==> src/rtl/chardisp_pkg.sv <==
package chardisp_pkg;
  localparam int LINE_LEN = 40;
  localparam int DD_DEPTH = 2 * LINE_LEN;
  localparam int CG_DEPTH = 64;
  localparam int DD_AW    = $clog2(DD_DEPTH);
  localparam int CG_AW    = $clog2(CG_DEPTH);
  localparam logic [6:0] LINE2_BASE = 7'h40;

  typedef enum logic [3:0] {
    OP_NOP, OP_CLEAR, OP_HOME, OP_ENTRY, OP_DISPCTL,
    OP_SHIFT, OP_FUNC, OP_CGADDR, OP_DDADDR
  } op_e;

  // address counter step with line-aware wrapping
  function automatic logic [6:0] ac_next(input logic [6:0] ac, input logic up,
                                         input logic cg, input logic two);
    logic [6:0] l1_last, l2_last, one_last;
    l1_last  = 7'(LINE_LEN - 1);
    l2_last  = LINE2_BASE + 7'(LINE_LEN - 1);
    one_last = 7'(DD_DEPTH - 1);
    if (cg)
      ac_next = {1'b0, up ? ac[5:0] + 6'd1 : ac[5:0] - 6'd1};
    else if (two) begin
      if (up)
        ac_next = (ac == l1_last) ? LINE2_BASE : (ac == l2_last) ? 7'd0 : ac + 7'd1;
      else
        ac_next = (ac == LINE2_BASE) ? l1_last : (ac == 7'd0) ? l2_last : ac - 7'd1;
    end else begin
      if (up) ac_next = (ac >= one_last) ? 7'd0 : ac + 7'd1;
      else    ac_next = (ac == 7'd0) ? one_last : ac - 7'd1;
    end
  endfunction

  // shift offset step, modulo the visible line length
  function automatic logic [6:0] ofs_next(input logic [6:0] ofs, input logic left,
                                          input logic two);
    logic [6:0] len;
    len = two ? 7'(LINE_LEN) : 7'(DD_DEPTH);
    if (left) ofs_next = (ofs >= len - 7'd1) ? 7'd0 : ofs + 7'd1;
    else      ofs_next = (ofs == 7'd0) ? len - 7'd1 : ofs - 7'd1;
  endfunction

  // physical slot of an address: {valid, index}
  function automatic logic [7:0] dd_slot(input logic [6:0] ac, input logic two);
    logic [6:0] rel;
    if (!two)
      dd_slot = {ac < 7'(DD_DEPTH), ac};
    else if (ac >= LINE2_BASE) begin
      rel = ac - LINE2_BASE;
      dd_slot = {rel < 7'(LINE_LEN), rel + 7'(LINE_LEN)};
    end else
      dd_slot = {ac < 7'(LINE_LEN), ac};
  endfunction
endpackage

==> src/rtl/chardisp_decode.sv <==
module chardisp_decode
  import chardisp_pkg::*;
(
  input  logic [7:0] code,
  output op_e        op
);
  always_comb begin
    if      (code[7]) op = OP_DDADDR;
    else if (code[6]) op = OP_CGADDR;
    else if (code[5]) op = OP_FUNC;
    else if (code[4]) op = OP_SHIFT;
    else if (code[3]) op = OP_DISPCTL;
    else if (code[2]) op = OP_ENTRY;
    else if (code[1]) op = OP_HOME;
    else if (code[0]) op = OP_CLEAR;
    else              op = OP_NOP;
  end
endmodule

==> src/rtl/chardisp_busy.sv <==
module chardisp_busy #(
  parameter int CW = 12
) (
  input  logic          clk,
  input  logic          rst,
  input  logic          load,
  input  logic [CW-1:0] len,
  output logic          busy
);
  logic [CW-1:0] cnt;

  always_ff @(posedge clk) begin
    if (rst) begin
      cnt  <= '0;
      busy <= 1'b0;
    end else if (load) begin
      cnt  <= len;
      busy <= 1'b1;
    end else if (cnt != '0) begin
      cnt  <= cnt - 1'b1;
      busy <= (cnt != CW'(1));
    end
  end
endmodule

==> src/rtl/chardisp_ram.sv <==
module chardisp_ram #(
  parameter int DEPTH = 80,
  parameter int AW    = 7,
  parameter int DW    = 8
) (
  input  logic          clk,
  input  logic          we,
  input  logic [AW-1:0] waddr,
  input  logic [DW-1:0] wdata,
  input  logic [AW-1:0] raddr,
  output logic [DW-1:0] rdata
);
  logic [DW-1:0] mem [DEPTH];

  always_ff @(posedge clk) begin
    if (we) mem[waddr] <= wdata;
    rdata <= mem[raddr];
  end
endmodule

==> src/rtl/chardisp_ctrl.sv <==
module chardisp_ctrl
  import chardisp_pkg::*;
#(
  parameter int CLK_KHZ = 50000,
  parameter int ERR_W   = 8
) (
  input  logic             clk,
  input  logic             rst,
  input  logic             bus_valid,
  input  logic             bus_rs,
  input  logic             bus_rw,
  input  logic [7:0]       bus_wdata,
  output logic             rd_valid,
  output logic [7:0]       rd_data,
  output logic             busy,
  output logic [6:0]       addr_cnt,
  output logic             cgram_sel,
  output logic             inc_mode,
  output logic             shift_on_write,
  output logic             disp_on,
  output logic             cursor_on,
  output logic             blink_on,
  output logic             bus_wide,
  output logic             two_line,
  output logic             tall_font,
  output logic [6:0]       shift_ofs,
  output logic [ERR_W-1:0] ignored_cnt
);
  localparam int CLR_RAW = CLK_KHZ * 1530 / 1000;
  localparam int INS_RAW = CLK_KHZ * 39 / 1000;
  localparam int DAT_RAW = CLK_KHZ * 43 / 1000;
  localparam int CLR_CYC = (CLR_RAW > DD_DEPTH) ? CLR_RAW : DD_DEPTH + 1;
  localparam int INS_CYC = (INS_RAW > 3) ? INS_RAW : 3;
  localparam int DAT_CYC = (DAT_RAW > 3) ? DAT_RAW : 3;
  localparam int BW      = $clog2(CLR_CYC + 1);

  op_e op;
  chardisp_decode u_dec (.code(bus_wdata), .op(op));

  logic stat_cyc, ins_acc, stat_acc, dwr_acc, drd_acc, ign;
  always_comb begin
    stat_cyc = bus_valid & ~bus_rs & bus_rw;
    ins_acc  = bus_valid & ~busy & ~bus_rs & ~bus_rw;
    stat_acc = stat_cyc;
    dwr_acc  = bus_valid & ~busy & bus_rs & ~bus_rw;
    drd_acc  = bus_valid & ~busy & bus_rs & bus_rw;
    ign      = bus_valid & busy & ~stat_cyc;
  end

  logic          busy_load;
  logic [BW-1:0] busy_len;
  always_comb begin
    busy_load = (ins_acc & (op != OP_NOP)) | dwr_acc | drd_acc;
    if (ins_acc && (op == OP_CLEAR || op == OP_HOME)) busy_len = BW'(CLR_CYC);
    else if (ins_acc)                                 busy_len = BW'(INS_CYC);
    else                                              busy_len = BW'(DAT_CYC);
  end

  chardisp_busy #(.CW(BW)) u_busy (
    .clk(clk), .rst(rst), .load(busy_load), .len(busy_len), .busy(busy)
  );

  // memories and their ports
  logic [7:0]       slot;
  logic             slot_ok;
  logic             clr_act;
  logic [DD_AW-1:0] clr_idx;
  logic             dd_we, cg_we;
  logic [DD_AW-1:0] dd_waddr, dd_raddr;
  logic [7:0]       dd_wdata, dd_rdata, cg_rdata;

  always_comb begin
    slot     = dd_slot(addr_cnt, two_line);
    slot_ok  = slot[7];
    dd_we    = clr_act | (dwr_acc & ~cgram_sel & slot_ok);
    dd_waddr = clr_act ? clr_idx : DD_AW'(slot[6:0]);
    dd_wdata = clr_act ? 8'h20 : bus_wdata;
    dd_raddr = slot_ok ? DD_AW'(slot[6:0]) : '0;
    cg_we    = dwr_acc & cgram_sel;
  end

  chardisp_ram #(.DEPTH(DD_DEPTH), .AW(DD_AW), .DW(8)) u_dd (
    .clk(clk), .we(dd_we), .waddr(dd_waddr), .wdata(dd_wdata),
    .raddr(dd_raddr), .rdata(dd_rdata)
  );

  chardisp_ram #(.DEPTH(CG_DEPTH), .AW(CG_AW), .DW(8)) u_cg (
    .clk(clk), .we(cg_we), .waddr(addr_cnt[CG_AW-1:0]), .wdata(bus_wdata),
    .raddr(addr_cnt[CG_AW-1:0]), .rdata(cg_rdata)
  );

  logic       fetch_s1, fetch_s2;
  logic [7:0] out_reg;

  always_ff @(posedge clk) begin
    if (rst) begin
      rd_valid       <= 1'b0;
      rd_data        <= 8'h00;
      addr_cnt       <= 7'd0;
      cgram_sel      <= 1'b0;
      inc_mode       <= 1'b1;
      shift_on_write <= 1'b0;
      disp_on        <= 1'b0;
      cursor_on      <= 1'b0;
      blink_on       <= 1'b0;
      bus_wide       <= 1'b1;
      two_line       <= 1'b0;
      tall_font      <= 1'b0;
      shift_ofs      <= 7'd0;
      ignored_cnt    <= '0;
      clr_act        <= 1'b0;
      clr_idx        <= '0;
      fetch_s1       <= 1'b0;
      fetch_s2       <= 1'b0;
      out_reg        <= 8'h00;
    end else begin
      rd_valid <= 1'b0;
      fetch_s1 <= 1'b0;
      fetch_s2 <= fetch_s1;
      if (fetch_s2) out_reg <= cgram_sel ? cg_rdata : (slot_ok ? dd_rdata : 8'h20);

      if (clr_act) begin
        if (clr_idx == DD_AW'(DD_DEPTH - 1)) clr_act <= 1'b0;
        clr_idx <= clr_idx + 1'b1;
      end

      if (ign && ignored_cnt != '1) ignored_cnt <= ignored_cnt + 1'b1;

      if (stat_acc) begin
        rd_valid <= 1'b1;
        rd_data  <= {busy, addr_cnt};
      end

      if (dwr_acc) begin
        addr_cnt <= ac_next(addr_cnt, inc_mode, cgram_sel, two_line);
        if (shift_on_write && !cgram_sel)
          shift_ofs <= ofs_next(shift_ofs, inc_mode, two_line);
      end

      if (drd_acc) begin
        rd_valid <= 1'b1;
        rd_data  <= out_reg;
        addr_cnt <= ac_next(addr_cnt, inc_mode, cgram_sel, two_line);
        fetch_s1 <= 1'b1;
      end

      if (ins_acc) begin
        unique case (op)
          OP_CLEAR: begin
            addr_cnt  <= 7'd0;
            cgram_sel <= 1'b0;
            inc_mode  <= 1'b1;
            shift_ofs <= 7'd0;
            clr_act   <= 1'b1;
            clr_idx   <= '0;
          end
          OP_HOME: begin
            addr_cnt  <= 7'd0;
            cgram_sel <= 1'b0;
            shift_ofs <= 7'd0;
            fetch_s1  <= 1'b1;
          end
          OP_ENTRY: begin
            inc_mode       <= bus_wdata[1];
            shift_on_write <= bus_wdata[0];
          end
          OP_DISPCTL: begin
            disp_on   <= bus_wdata[2];
            cursor_on <= bus_wdata[1];
            blink_on  <= bus_wdata[0];
          end
          OP_SHIFT: begin
            if (bus_wdata[3])
              shift_ofs <= ofs_next(shift_ofs, ~bus_wdata[2], two_line);
            else begin
              addr_cnt <= ac_next(addr_cnt, bus_wdata[2], cgram_sel, two_line);
              fetch_s1 <= 1'b1;
            end
          end
          OP_FUNC: begin
            bus_wide  <= bus_wdata[4];
            two_line  <= bus_wdata[3];
            tall_font <= bus_wdata[2];
          end
          OP_CGADDR: begin
            addr_cnt  <= {1'b0, bus_wdata[5:0]};
            cgram_sel <= 1'b1;
            fetch_s1  <= 1'b1;
          end
          OP_DDADDR: begin
            addr_cnt  <= bus_wdata[6:0];
            cgram_sel <= 1'b0;
            fetch_s1  <= 1'b1;
          end
          default: ;
        endcase
      end
    end
  end
endmodule

==> config.mk <==
export PLATFORM = sky130hd
export DESIGN_NAME = chardisp_ctrl
export DESIGN_NICKNAME = d
export VERILOG_FILES = /design/src/rtl/chardisp_pkg.sv /design/src/rtl/chardisp_decode.sv /design/src/rtl/chardisp_busy.sv /design/src/rtl/chardisp_ram.sv /design/src/rtl/chardisp_ctrl.sv
export SDC_FILE = /design/constraint.sdc
export NUM_CORES = 2
export LEC_CHECK = 0
export BUFFER_PORTS_ARGS = -buffer_cell sky130_fd_sc_hd__buf_2
export CAP_MARGIN = 20
export CORE_MARGIN = 2
export CORE_UTILIZATION = 50
export DETAILED_ROUTE_END_ITERATION = 12
export PLACE_DENSITY_LB_ADDON = 0.1
export SYNTH_ARGS = -nofsm -noshare
export SYNTH_HDL_FRONTEND = slang
export SYNTH_SLANG_ARGS = --single-unit
==> constraint.sdc <==
create_clock -name clk -period 4.6 [get_ports clk]
set_input_delay 0.92 -clock clk [delete_from_list [all_inputs] [get_ports clk]]
set_output_delay 0.92 -clock clk [all_outputs]
set_load 0.02 [all_outputs]
==> metrics.cfg <==
[cells_and_area]
regMostFlops = u_dd.mem
nets = 3643
drive_above_1_share_pct = 16.5
syn2layout_area_growth_pct = 13.1
largest_reg_flops = 640
nFillCells = 8080
largestRegisters = u_dd.mem x640, u_cg.mem x512, u_busy.cnt x17
mostFrequentLayoutCells = 1,152 x edfxtp_1, 340 x nor2_1, 192 x nand2_1
final_common_cell = edfxtp_1

[synthesis]
synth-edff-count = 1152
syn_inst = 3476
synth_top_flop_cell = edfxtp_1
async_flop_share_pct = 0
synth_top_area_share_pct = 67.3
yosys-top-cells-area = edfxtp_1 67%, dfxtp_1 3.6%, nor2_1 2.5%
synth.avg_cell_area_um2 = 14.8
yosys.area.top_type = edfxtp_1
seq_area_frac_synth_pct = 70.9
synth.distinct_cells = 94
synth_area_um2 = 51400
ys_warn_count = 0
syn_nets = 3505
ys_ff_latch = 1244

[timing]
fin_crit_ps = 3960
clock_skew_ps = 34.6
clock.fmax_mhz = 253
setup_viol = 0
rsz0062_at_grt = no
tns_ps = 0
slew_headroom_pct = 25.9
finalWorstSetupSlack_ps = 644
fin_crit_sh_pct = 86.0
finalMaxSlewViolations = 0
hold_viol = 0
worst_slew_pin_slew_ps = 1110

[place]
dpl.hpwl_um = 101000
place.gp.congestion = 0.957
post-place-ws_ps = 674
io_buffers = 53

[clocking]
h-tree-depth = 4
cts_resized = 0
cts_buffers = 133
clk_latency_ps = 760
cts-root-buf = clkbuf_16
holdBufCountCts = 0
clockBufferDepth = 3
postCtsSetupRepairBufs = 0
cts.sinks = 1244
cts_tree = done
path_clk_slew_ps = 60

[floorplanning]
num_rows = 117
ios = 54
die_w_um = 325
initial_core_util_pct = 50.5
core-area_um2 = 102000
dieArea_um2 = 105000
dieHeight_um = 325

[power_and_ir_drop]
max-vdd-ir-drop_v = 0.000351
power_density_nw_per_um2 = 440
report.power.total_mw = 25.6
cellLeakagePower_nw = 18.7

[global_route]
grt_max_degree = 88
gr-total-overflow = 0
antenna_found_initial = 7
grt_pass1_wl_um = 228000
grt_usage_pct = 29.5
grt_pass1_vias = 32400

[detailed_routing]
vias_per_cell = 6.56
firstDrtPassIters = 9
first_iter_violations = 4429
routed_wl_um = 158000
dr_total_vias = 33400
drcViolationCount = 0
drt-wirelength-per-cell_um = 31.0
ant_nets = 0

[run_status]
status = completed

[critical_path]
critPathLaunchType = flop
crit_fanout = 19
reg2reg_slack_ps = 640
required_ps = 4980
worstSetupPathType = flop to flop
worstSetupEndpointType = flop
cp.arrival_ps = 4330

[job]
cap_violations = 0

[hold_path]
hold_class = flop to flop

## worst max-delay path, cell delays in order, from the launching register on
cell and delay (ps):
dfxtp_2 430, clkinv_1 150, ha_1 310, nand3b_2 310
o21ai_4 250, o41ai_2 500, nand2_1 720, nor2_1 900
## area by class of cell
cell class / instances / area, um2 / area share (%)
sequential: 1244 / 36500 / 62.7
clock buffer: 171 / 3510 / 6.04
inverter: 23 / 87.6 / 0.151
tap: 1368 / 1710 / 2.94
antenna: 2 / 5.00 / 0.00861
clock inverter: 69 / 654 / 1.13
multi-input combinational: 1972 / 13800 / 23.8
timing repair buffer: 240 / 1880 / 3.24
## logic make-up after synthesis
family                     Yosys count  synth area share (%)
muxes                              235                  6.12
buffers and inverters              260                  2.42
adders and majority gates           16                 0.389
xor gates and xnor gates            41                 0.699
DFF                               1244                  70.9
and+or+nand+nor                    804                  7.16
AOI/OAI and AO/OA                  876                  12.3
## report_power, final
part / internal [mW] / switching, mW
sequential: 12.5 / 0.170
clock: 5.85 / 4.45
combinational: 0.880 / 1.77
## final timing paths
kind / from / endpoint / cells past startpoint
worst max register to register: addr_cnt[4] / u_dd.mem[41][1] / 7
worst min register to register: fetch_s1 / fetch_s2 / 1
worst max-delay path: addr_cnt[4] / u_dd.mem[41][1] / 7
worst min-delay path: fetch_s1 / fetch_s2 / 1
## layer usage
metal	up-vias	global-route usage [%]	part of all wire, %
li1	14100	-	-
met1	16900	40.2	39
met2	1986	46.7	47
met3	399	5.08	8.9
met4	2	13.3	4.6
met5	-	0	0.0051
## Yosys cell counts (56+ instances only)
master       n
a21oi_1    136
a221oi_1    84
a22oi_1    126
buf_2       90
clkbuf_1    95
dfxtp_1     92
edfxtp_1  1152
mux2_2      75
mux2i_1    104
mux4_2      56
nand2_1    192
nand3_1     56
nor2_1     344
o21ai_0    109
## stage by stage
| stage | std cells | utilization [%] | hold WS [ps] | area, um2 |
|---|---|---|---|---|
| final | 5089 | 57.1 | 454 | 58100 |
| after global routing | 5088 | 57.1 | 468 | 58100 |
| after CTS | 5087 | 57.1 | 456 | 58100 |
| after detailed placement | 4847 | 53.0 | 438 | 54000 |
| after global placement | 4847 | 53.0 | 441 | 54000 |
| after floorplan | 3476 | - | 414 | 51400 |
Power figures use the tool's default switching activity.
